## src/rtl/i2c_irq_dma_ctrl.sv

```systemverilog
module i2c_irq_dma_ctrl (
  input  logic        clk,
  input  logic        rst_n,
  input  logic        wr_en,
  input  logic        rd_en,
  input  logic [15:0] wdata,
  output logic [15:0] rdata,
  input  logic        fl_start,
  input  logic        fl_addr,
  input  logic        fl_hdr10,
  input  logic        fl_stop,
  input  logic        fl_byte_done,
  input  logic        fl_tx_empty,
  input  logic        fl_rx_full,
  input  logic [6:0]  err_flags,
  input  logic        dma_eot,
  output logic        evt_irq,
  output logic        err_irq,
  output logic        dma_tx_req,
  output logic        dma_rx_req,
  output logic        nack_last
);
  logic       last_arm, dma_on, buf_ie, evt_ie, err_ie;
  logic [5:0] freq_mhz;
  logic       armed;

  wire [15:0] word = {3'b000, last_arm, dma_on, buf_ie, evt_ie, err_ie, 2'b00, freq_mhz};
  wire buf_flag    = fl_tx_empty | fl_rx_full;
  wire evt_src     = fl_start | fl_addr | fl_hdr10 | fl_stop
                   | (fl_byte_done & ~buf_flag)
                   | (buf_ie & buf_flag);
  wire nack_fire   = dma_eot & armed & last_arm & dma_on;

  always_ff @(posedge clk or negedge rst_n) begin
    if (!rst_n) begin
      {last_arm, dma_on, buf_ie, evt_ie, err_ie} <= '0;
      freq_mhz <= '0;
    end else if (wr_en) begin
      {last_arm, dma_on, buf_ie, evt_ie, err_ie} <= wdata[12:8];
      freq_mhz <= wdata[5:0];
    end
  end

  always_ff @(posedge clk or negedge rst_n) begin
    if (!rst_n)                   armed <= 1'b0;
    else if (wr_en && wdata[12])  armed <= 1'b1;
    else if (nack_fire)           armed <= 1'b0;
  end

  always_ff @(posedge clk or negedge rst_n) begin
    if (!rst_n)     rdata <= '0;
    else if (rd_en) rdata <= word;
  end

  always_ff @(posedge clk or negedge rst_n) begin
    if (!rst_n) begin
      evt_irq    <= 1'b0;
      err_irq    <= 1'b0;
      dma_tx_req <= 1'b0;
      dma_rx_req <= 1'b0;
      nack_last  <= 1'b0;
    end else begin
      evt_irq    <= evt_ie & evt_src;
      err_irq    <= err_ie & (|err_flags);
      dma_tx_req <= dma_on & fl_tx_empty;
      dma_rx_req <= dma_on & fl_rx_full;
      nack_last  <= nack_fire;
    end
  end
endmodule


```

## config.mk

```make
export PLATFORM = sky130hd
export DESIGN_NAME = i2c_irq_dma_ctrl
export DESIGN_NICKNAME = d
export VERILOG_FILES = /design/src/rtl/i2c_irq_dma_ctrl.sv
export SDC_FILE = /design/constraint.sdc
export NUM_CORES = 1
export LEC_CHECK = 0
export BUFFER_PORTS_ARGS = -buffer_cell sky130_fd_sc_hd__buf_2
export CORE_MARGIN = 2
export CORE_UTILIZATION = 43
export CTS_CLUSTER_DIAMETER = 200
export DETAILED_ROUTE_END_ITERATION = 12
export PLACE_DENSITY_LB_ADDON = 0.2
export SLEW_MARGIN = 15
export SYNTH_ARGS = -nofsm -noshare
export SYNTH_HDL_FRONTEND = slang
export SYNTH_SLANG_ARGS = --single-unit
```

## constraint.sdc

```tcl
create_clock -name clk -period 1.2 [get_ports clk]
set_clock_uncertainty 0.15 [all_clocks]
set_input_delay 0.36 -clock clk [delete_from_list [all_inputs] [get_ports clk]]
set_output_delay 0.36 -clock clk [all_outputs]
set_load 0.005 [all_outputs]
```

==> results of run 1 <==
-- final cells by class --
class | instances | area (sq um) | share of cell area [%]
clock buffers | 3 | 22.5 | 1.55
clock inverters | 1 | 30.0 | 2.06
inverters | 3 | 11.3 | 0.773
multi-input cells | 40 | 334 | 22.9
flip-flops and latches | 28 | 701 | 48.1
well taps | 30 | 37.5 | 2.58
repair buffers | 54 | 320 | 22.0
-- through the flow --
stage / setup WS [ns] / utilization, % / cell area [sq um] / hold slack [ns] / setup TNS (ns)
2_1_floorplan: 0.0960 / - / 1100 / -0.0856 / 0
3_3_place_gp: -0.0367 / 56.4 / 1370 / 0.167 / -0.318
3_5_place_dp: -0.0476 / 56.4 / 1370 / 0.167 / -0.496
4_1_cts: -0.193 / 59.6 / 1450 / 0.0907 / -2.65
5_1_grt: -0.211 / 59.9 / 1460 / 0.0944 / -3.11
6_report: -0.170 / 59.9 / 1460 / 0.102 / -2.33
-- what timing repair did --
| item | CTS | global route |
|---|---|---|
| setup buffers | 2 | 1 |
| hold buffers | 1 | 0 |
| cloned | 0 | 0 |
| resized for setup | 0 | 0 |
| endpoints found under the hold margin | 28 | 0 |
| setup endpoints to repair | 16 | 16 |
-- cells by family after synthesis --
group	count (synthesis)	share of synthesized area (%)
AOI/OAI and AO/OA	6	3.11
buffers and inverters	10	6.21
DFF	28	64.4
muxes	20	20.7
other	1	0.345
and+or+nand+nor	9	5.18
-- per-layer routing --
| layer | global-route usage (%) | wire (um) | vias up |
|---|---|---|---|
| li1 | - | - | 354 |
| met3 | 2.73 | 128 | 4 |
| met4 | 7.08 | 29 | 0 |
| met5 | 0 | 0 | - |
| met1 | 17.9 | 798 | 362 |
| met2 | 27.1 | 1010 | 30 |
-- report_power, final --
group	leakage, nW	internal (mW)	switching [mW]
Combinational	0.373	0.200	0.120
Clock	0.0279	0.337	0.262
Sequential	0.333	1.05	0.0496
-- sequential cells by signal, indices dropped and copies added (netlist names) --
name and count:
armed 1, buf_ie 1, dma_on 1, dma_rx_req 1
dma_tx_req 1, err_ie 1, err_irq 1, evt_ie 1
evt_irq 1, freq_mhz 6, last_arm 1, nack_last 1
rdata 11
-- Yosys cell counts (all sizes together) --
master / instances
and2: 2
and4: 1
mux2: 20
o21ai: 4
a21boi: 1
inv: 3
or3b: 1
nor3: 1
nand2: 2
conb: 1
dfrtp: 28
nor4: 2
a31oi: 1
buf: 7
-- worst paths after layout --
path | from | endpoint | slack (ns) | cells after the start
worst max-delay path | rdata[10] | rdata[10] | -0.17 | 1
worst min-delay path | wdata[12] | last_arm | 0.10 | 3
worst max register to register | rdata[5] | rdata[5] | 0.07 | 3
worst min register to register | rdata[9] | rdata[9] | 0.37 | 1
max in group asynchronous | rst_n | rdata[8] | 0.39 | 3
min in group asynchronous | rst_n | dma_tx_req | 0.35 | 3
==> results.tsv, run 1 <==
metric	value	unit
grt_pass1_vias	748	
diodes	0	
setup_ws	-0.170	ns
syn-cell-area	1090	sq um
status	finished with violations	
synth_top_area_share	64.4	%
cp_top_family	flip-flops	
fillers	205	
gp_congestion	0.619	
mostFrequentLayoutCells	buf_2, dfrtp_1, mux2_2	
layout_commonest_cell	buf_2	
io_buffers	45	
critPathMaxFanout	2	
vias	750	
dieWidth	54.3	um
clock_path_buffers	2	
drc	0	
cts.sinks	28	
rsz0062_at_grt	yes	
slowest_delay	0.41	ns
finalHoldViolations	0	
setup_viol	16	
ys_seq_area_share	64.4	%
drive_gt1_share	60.5	%
p_leak	0.734	nW
io_pins	56	
clkLatencyLatePin	0.32	ns
htreeDepth	1	
yosysWarnings	0	
max_freq	730	MHz
grt_pass1_wl	3.20	mm
yosys-top-cells-area	dfrtp_1, mux2_2, buf_4	
grt_overflow_total	0	
total_power	2.02	mW
max_cap_viol_count	0	
dr.pass1.iters	2	
critPathSlowestCell	dfrtp_1	
nets	165	
num_rows	18	
syn_inst	74	
crit_type	register to output port	
cp.required	0.69	ns
viasPerCell	4.72	
violations	negative setup slack	
layoutNonFillerInstCount	159	
crit_chain	buf_2	
min_period	1.37	ns
ys_seq_elements	28	
grt_max_degree	29	
initialDrtViolationCount	1	
dieArea	2950	sq um
ant_nets	0	
yosys.area.top_type	dfrtp_1	
antenna_found_initial	0	
place_hpwl	1.44	mm
cts_buffers	3	
start_util	44.7	%
path_buf_inv	1	
powerDensity	1390	nW/um^2
cts_tree	done	
grt_use_total	15.3	%
fin_crit_sh	114	%
vdd_drop_max	0.882	mV
placed_cells	151	
worst_setup_path_start_kind	register	
finalMaxSlewViolations	0	
avgSynthCellArea	14.7	sq um
syn2layout_area_growth	33.9	%
clk_pin_slew	0.15	ns
wl_per_cell	12.4	um
core_region_area	2430	sq um
min_path_type	input pin to register	
die_y	54.3	um
wl	1.97	mm
cp-end-kind	output port	
arrival	0.86	ns
ys_types	16	
clock-root-buffer	clkbuf_4	
Power figures use the tool's default switching activity.
==> run 2: changes to the inputs <==
--- a/config.mk
+++ b/config.mk
@@ -10,7 +10,7 @@
 export CORE_UTILIZATION = 43
 export CTS_CLUSTER_DIAMETER = 200
 export DETAILED_ROUTE_END_ITERATION = 12
-export PLACE_DENSITY_LB_ADDON = 0.2
+export PLACE_DENSITY = 0.81
 export SLEW_MARGIN = 15
 export SYNTH_ARGS = -nofsm -noshare
 export SYNTH_HDL_FRONTEND = slang
==> run 2 against run 1 <==
The flow still finishes with violations (negative setup slack). Cell count down 1.9%. Non-clock buffer count down 3. Sequential cell count unchanged. Register-to-register slack better by 0.10 ns. Sequential power about the same. Global-route usage down 1.4 points. Hold slack better by 0.013 ns. Critical path type unchanged. Largest power group unchanged.
==> results.tsv, run 2 (same netlist as run 1, synthesis figures left out) <==
metric	value	unit	change
fin_crit_sh	113	%	-0.79 points
arrival	0.85	ns	about the same
worst_setup_path_start_kind	register		
syn2layout_area_growth	29.2	%	
cts_buffers	3		unchanged
io_pins	56		unchanged
tns	-2.23	ns	+0.102 ns
dieArea	2950	sq um	unchanged
slowest_delay	0.41	ns	about the same
cp_top_family	flip-flops		
cts_tree	done		
drive_gt1_share	59.5	%	-0.94 points
wl	1.96	mm	-0.36%
cp.required	0.69	ns	about the same
initialDrtViolationCount	2		+1
max_freq	735	MHz	+0.70%
finalHoldViolations	0		unchanged
grt_pass1_wl	2.83	mm	-12%
max_cap_viol_count	0		unchanged
diodes	0		unchanged
holdCritStartpoint	wdata[8]		
violations	negative setup slack		
crit_type	register to output port		
dr.pass1.iters	2		unchanged
num_rows	18		unchanged
clock_path_buffers	2		unchanged
clock-root-buffer	clkbuf_4		
clkLatencyLatePin	0.31	ns	about the same
cts.sinks	28		unchanged
vdd_drop_max	0.647	mV	-27%
die_y	54.3	um	unchanged
r2r_setup_slack	0.17	ns	+0.10 ns
grt_use_total	13.9	%	-1.4 points
grt_pass1_vias	633		-15%
hold_depth	2		-1
grt_max_degree	20		-31%
antenna_found_initial	0		unchanged
holdPathEnd	err_ie		
finalMaxSlewViolations	0		unchanged
regMostFlops	rdata		
largest_register_ffs	11		unchanged
io_buffers	45		unchanged
core_region_area	2430	sq um	unchanged
reg2reg_depth	2		-1
clk_pin_slew	0.14	ns	about the same
powerDensity	1310	nW/um^2	-5.7%
r2r-end	rdata[11]		
final_util	57.8	%	-2.1 points
ant_nets	0		unchanged
min_path_type	input pin to register		
setup_viol	16		unchanged
p_leak	0.708	nW	-3.6%
nets	162		-1.8%
vias	749		-0.13%
critPathSlowestCell	dfrtp_1		
htreeDepth	1		unchanged
hold_slack	0.115	ns	+0.0131 ns
min_period	1.36	ns	-0.00947 ns
gp_congestion	0.630		+1.7%
mostFrequentLayoutCells	buf_2, dfrtp_1, mux2_2		
dieWidth	54.3	um	unchanged
critPathMaxFanout	2		unchanged
top_regs	rdata: 11 flops, freq_mhz: 6 flops		
crit_chain	buf_2		
path_buf_inv	1		unchanged
r2r-start	rdata[11]		
viasPerCell	4.80		+1.8%
cp-end-kind	output port		
fin_area	1410	sq um	-3.5%
status	finished with violations		
start_util	44.7	%	unchanged
rsz0062_at_grt	yes		
wl_per_cell	12.6	um	+1.6%
cts.repair.resized	0		unchanged
grt_overflow_total	0		unchanged
dpl-instance-area	1350	sq um	-1.5%
layout_commonest_cell	buf_2		
place_hpwl	1.53	mm	+6.2%
setup_ws	-0.161	ns	+0.00947 ns
drc	0		unchanged
[run 2: how the worst max path moves through the flow]
stage          startpoint        to  slack [ns]  cells past startpoint
5_1_grt          rdata[4]  rdata[4]       -0.22                      1
3_3_place_gp        rd_en  rdata[5]       -0.07                      2
6_report         rdata[4]  rdata[4]       -0.16                      1
2_1_floorplan       rd_en  rdata[0]         0.1                      2
3_5_place_dp        rd_en  rdata[4]       -0.09                      2
4_1_cts          rdata[4]  rdata[4]       -0.18                      1
[run 2: repair_timing]
| item | CTS | global route |
|---|---|---|
| hold buffers | 1 | 0 |
| buffers inserted | 1 | 0 |
| endpoints found under the setup margin | 16 | 16 |
| endpoints found under the hold margin | 28 | 0 |
[run 2: cell type report]
cell class                      count  area [sq um]
Tap cell                           30          37.5
Multi-Input combinational cell     40           334
Clock buffer                        4          36.3
Sequential cell                    28           701
Inverter                            3          11.3
Timing Repair Buffer               51           285
Fill cell                         206          1030
[run 2: per-layer routing]
metal	up-vias	global-route usage [%]	part of all wire (%)
met2	32	22.9	49
met1	366	18.3	42
met5	-	0	0
met4	0	5.00	0.97
met3	2	2.46	8.1
li1	349	-	-
[run 2: report_power, final]
group / switching (mW) / total (mW) / internal, mW
registers: 0.0510 / 1.10 / 1.05
clock network: 0.252 / 0.437 / 0.185
logic: 0.118 / 0.300 / 0.182
total: 0.421 / 1.84 / 1.42
[run 2: per-stage QoR]
stage | instances | worst slack, ns | total power [mW]
2_1_floorplan | 78 | 0.0960 | 1.26
3_3_place_gp | 150 | -0.0653 | 1.40
3_5_place_dp | 150 | -0.0922 | 1.42
4_1_cts | 156 | -0.185 | 1.86
5_1_grt | 156 | -0.215 | 1.94
6_report | 156 | -0.161 | 1.84
